### src/rtl/arrow_sign_pkg.sv
package arrow_sign_pkg;

  localparam int unsigned NUM_STEPS = 4;
  localparam int unsigned STATE_W   = $clog2(NUM_STEPS);

  typedef enum logic [STATE_W-1:0] {
    ST_DARK = 2'b00,
    ST_TAIL = 2'b01,
    ST_MID  = 2'b10,
    ST_FULL = 2'b11
  } sign_state_t;

  typedef struct packed {
    logic tail;
    logic mid;
    logic tip;
  } lamp_drive_t;

  // cumulative pattern: each state adds lamps to the previous one
  function automatic lamp_drive_t lamp_pattern(input sign_state_t st);
    lamp_drive_t d;
    d.tail = (st != ST_DARK);
    d.mid  = st[1];
    d.tip  = (st == ST_FULL);
    return d;
  endfunction

endpackage

### src/rtl/arrow_step_ctrl.sv
module arrow_step_ctrl
  import arrow_sign_pkg::*;
(
  input  logic        clk,
  input  logic        rst,
  input  logic        sw_on,
  input  logic        step_en,
  output sign_state_t state_q,
  output sign_state_t state_nxt
);

  always_comb begin
    state_nxt = state_q;
    if (!sw_on) begin
      state_nxt = ST_DARK;
    end else if (step_en) begin
      state_nxt = sign_state_t'(state_q + 2'd1);
    end
  end

  always_ff @(posedge clk) begin
    if (rst) begin
      state_q <= ST_DARK;
    end else begin
      state_q <= state_nxt;
    end
  end

  AST_DARK_WHEN_OFF: assert property (@(posedge clk) disable iff (rst)
    !sw_on |=> state_q == ST_DARK);

  AST_HOLD_NO_TICK: assert property (@(posedge clk) disable iff (rst)
    (sw_on && !step_en) |=> $stable(state_q));

  AST_FULL_WRAPS: assert property (@(posedge clk) disable iff (rst)
    (sw_on && step_en && state_q == ST_FULL) |=> state_q == ST_DARK);

  AST_DARK_TO_TAIL: assert property (@(posedge clk) disable iff (rst)
    (sw_on && step_en && state_q == ST_DARK) |=> state_q == ST_TAIL);

endmodule

### src/rtl/arrow_lamp_decode.sv
module arrow_lamp_decode
  import arrow_sign_pkg::*;
(
  input  logic        clk,
  input  logic        rst,
  input  sign_state_t state_nxt,
  input  sign_state_t state_q,
  output lamp_drive_t lamp_q
);

  // registered from the next state so the lamps line up with the state register
  always_ff @(posedge clk) begin
    if (rst) begin
      lamp_q <= '0;
    end else begin
      lamp_q <= lamp_pattern(state_nxt);
    end
  end

  AST_TAIL_DARK: assert property (@(posedge clk) disable iff (rst)
    lamp_q.tail == (state_q != ST_DARK));

  AST_MID_BIT: assert property (@(posedge clk) disable iff (rst)
    lamp_q.mid == state_q[1]);

  AST_TIP_FULL: assert property (@(posedge clk) disable iff (rst)
    lamp_q.tip |-> state_q == ST_FULL);

  AST_LAMP_NEST: assert property (@(posedge clk) disable iff (rst)
    lamp_q.tip |-> (lamp_q.mid && lamp_q.tail));

  AST_RESET_DARK: assert property (@(posedge clk)
    $past(rst) |-> lamp_q == '0);

endmodule

### src/rtl/arrow_sign_seq.sv
module arrow_sign_seq
  import arrow_sign_pkg::*;
#(
  parameter bit USE_TICK = 1'b1
) (
  input  logic clk,
  input  logic rst,
  input  logic switch_on,
  input  logic tick,
  output logic lamp_tail,
  output logic lamp_mid,
  output logic lamp_tip
);

  logic        step_en;
  sign_state_t state_q;
  sign_state_t state_nxt;
  lamp_drive_t lamp_q;

  generate
    if (USE_TICK) begin : g_ticked
      assign step_en = tick;
    end else begin : g_free
      assign step_en = 1'b1; // tick not used
    end
  endgenerate

  arrow_step_ctrl u_ctrl (
    .clk       (clk),
    .rst       (rst),
    .sw_on     (switch_on),
    .step_en   (step_en),
    .state_q   (state_q),
    .state_nxt (state_nxt)
  );

  arrow_lamp_decode u_decode (
    .clk       (clk),
    .rst       (rst),
    .state_nxt (state_nxt),
    .state_q   (state_q),
    .lamp_q    (lamp_q)
  );

  assign lamp_tail = lamp_q.tail;
  assign lamp_mid  = lamp_q.mid;
  assign lamp_tip  = lamp_q.tip;

  AST_OUT_STABLE_OFF: assert property (@(posedge clk) disable iff (rst)
    (!switch_on && !lamp_tail) |=> !lamp_tail && !lamp_mid && !lamp_tip);

endmodule

### config.mk
export PLATFORM = sky130hd
export DESIGN_NAME = arrow_sign_seq
export DESIGN_NICKNAME = d
export VERILOG_FILES = /design/src/rtl/arrow_sign_pkg.sv /design/src/rtl/arrow_step_ctrl.sv /design/src/rtl/arrow_lamp_decode.sv /design/src/rtl/arrow_sign_seq.sv
export SDC_FILE = /design/constraint.sdc
export NUM_CORES = 1
export LEC_CHECK = 0
export CAP_MARGIN = 20
export CORE_AREA = 2 2 39 41
export DETAILED_ROUTE_END_ITERATION = 7
export DIE_AREA = 0 0 41 43
export PLACE_DENSITY = 0.38
export SLEW_MARGIN = 25
export SYNTH_ARGS = -nofsm -noshare
export SYNTH_HDL_FRONTEND = slang
export SYNTH_SLANG_ARGS = --single-unit
export TNS_END_PERCENT = 20
### constraint.sdc
create_clock -name clk -period 0.8 [get_ports clk]
set_input_delay 0.08 -clock clk [delete_from_list [all_inputs] [get_ports clk]]
set_output_delay 0.08 -clock clk [all_outputs]
set_load 0.01 [all_outputs]
==> reports/metrics.yaml <==
status:
  violations: "negative setup slack"
  outcome: "finished with violations"
die:
  dieArea_um2: 1760
  die_h_um: 43
  num_rows: 14
  die_w_um: 41
  core_um2: 1380
  num_io_pins: 7
  initial_core_util: 0.106
yosys:
  ys_types: 9
  syn-num-nets: 17
  synthesis.area_um2: 146
  synth_top_area_share: 0.547
  synth_seq_area_share: 0.547
  synth.top_cells.by_area: "dfxtp_1, nor3b_2, a21bo_2"
  yosysTopAreaCell: "dfxtp_1"
  ys_seq_elements: 4
  postSynthCellCount: 13
  syn_avg_cell_area_um2: 11.3
  yosysWarnings: 0
placed_design:
  gp_congestion: 0.497
  port_buffers: 6
  dp_hpwl_um: 211
critical_path:
  critPathArrivalTime_ns: 0.97
  crit_path_start_kind: "flip-flop"
  critPathMaxFanout: 4
  cp.required_ns: 0.96
  end_kind: "flip-flop"
  path_class: "flip-flop to flip-flop"
route:
  drt_pass1_iterations: 1
  vias: 139
  wl_per_cell_um: 8.03
  drtIter0Drc: 0
  via_per_inst: 3.56
  drcViolationCount: 0
  ant_nets: 0
  wl_um: 313
clock_network:
  post_cts_buffers: 0
  cts_num_sinks: 4
  clkTransAtPathRegs_ns: 0.03
  clk_latency_ns: 0.23
  cts_buffers: 3
  cts_max_level: 1
  ctsRootBufferMaster: "clkbuf_4"
  cts_buffer_depth: 2
  tritoncts: "yes"
sta:
  setup_viol: 2
  final.setup.worst_slack_ns: -0.00854
  fmax_mhz: 1240
  final.min_clock_period_ns: 0.809
  slew_headroom: 0.843
  tns_ns: -0.0158
  worst_pin_slew_ns: 0.236
  fin_crit_sh: 1.01
  rsz0062_at_grt: "true"
  final-hold-violation-count: 0
  slew_violations: 0
  finClkSkew_ns: 0.000589
power_and_ir_drop:
  fin_total_pwr_uw: 507
  p_leak_uw: 0.000114
  p_per_area_nw_per_um2: 1870
  ir_worst_vdd_mv: 0.362
global_routing:
  grt_pass1_wl_um: 386
  track_usage: 0.0421
  overflow: 0
  grt_pass1_vias: 101
  grt_antenna_before_repair: 0
  grt_max_degree: 5
cells_and_area:
  fill_cells: 155
  drive_above_1_share: 0.609
  register_area_um2: 82.6
  finalNetCount: 29
  multi_input_area_um2: 87.6
  n_antenna_cell: 0
  syn2layout_area_growth_pct: 85.5
flow_run:
  cap_viol_max_count: 0
min_path:
  hp-class: "input port to flip-flop"
cells in the mapped netlist:
cell and number:
dfxtp_1 4, a21oi_1 2, a21bo_2 1, nand2b_1 1
nand3b_1 1, nor2_1 1, nor3b_2 1, o21bai_1 1
xnor2_1 1
power breakdown:
group | internal [uW] | total [uW] | switching (uW)
clock network | 167 | 243 | 75.5
registers | 208 | 213 | 5.37
logic | 29.9 | 51.3 | 21.4
total | 405 | 507 | 102
metrics by stage:
| stage | std cells | utilization | hold WS (ns) | setup slack [ns] | cell area [um2] |
|---|---|---|---|---|---|
| finish | 39 | 0.196 | 0.263 | -0.00854 | 272 |
| global route | 39 | 0.196 | 0.281 | -0.0354 | 272 |
| floorplan | 13 | - | 0.244 | 0.0171 | 146 |
| detailed placement | 36 | 0.169 | 0.533 | -0.206 | 234 |
| global placement | 36 | 0.169 | 0.517 | -0.221 | 234 |
| CTS | 39 | 0.180 | 0.492 | -0.0278 | 249 |
flip-flops by register name (all words and copies together), names as in the netlist:
signal,cells
u_ctrl.state_q,2
u_decode.lamp_q,2
layout by cell type, fill, tap and decap left out:
cell type	netlist	routed
clkbuf_4	0	3
a21bo_4	0	1
clkdlybuf4s50_1	0	2
nor2_1	1	1
xnor2_2	0	1
a21oi_2	0	2
nand2b_1	1	1
dlymetal6s2s_1	0	1
dfxtp_2	0	2
buf_6	0	1
nand3b_1	1	1
o21bai_1	1	1
nor3b_2	1	1
buf_2	0	3
dfxtp_1	4	2
cells by family after synthesis:
group | share of synthesized area
simple gates | 0.205
xor+xnor | 0.0598
flops | 0.547
compound gates | 0.188
worst max-delay path, stage by stage (launching register included):
cell and delay [ns]:
dfxtp_2 0.32, buf_6 0.09, a21bo_4 0.22, a21oi_2 0.10
worst paths after layout:
path	startpoint	end	slack, ns	cells after the start
worst max-delay path	u_ctrl.state_q[1]$_SDFF_PP0_	u_ctrl.state_q[1]$_SDFF_PP0_	-0.009	3
worst min-delay path	tick	u_ctrl.state_q[1]$_SDFF_PP0_	0.26	3
worst max register to register	u_ctrl.state_q[1]$_SDFF_PP0_	u_ctrl.state_q[1]$_SDFF_PP0_	-0.009	3
worst min register to register	u_ctrl.state_q[0]$_SDFF_PP0_	u_ctrl.state_q[1]$_SDFF_PP0_	0.54	2
what timing repair did:
action,in CTS,in global routing
setup endpoints to repair,5,5
pin swaps,0,0
gates resized for setup,12,8
cloned,0,0
hold buffers,0,0
per-layer routing:
| metal | track usage | routed length (um) | vias to the layer above |
|---|---|---|---|
| met5 | 0 | 0 | - |
| met4 | 0.100 | 26 | 0 |
| li1 | - | - | 68 |
| met1 | 0.0319 | 99 | 58 |
| met3 | 0.0157 | 51 | 4 |
| met2 | 0.0438 | 136 | 9 |
layout make-up:
class | count | area share
Clock buffer | 3 | 0.0829
Tap cell | 16 | 0.0737
Sequential cell | 4 | 0.304
Multi-Input combinational cell | 9 | 0.323
Timing Repair Buffer | 7 | 0.217
Power figures use the tool's default switching activity.
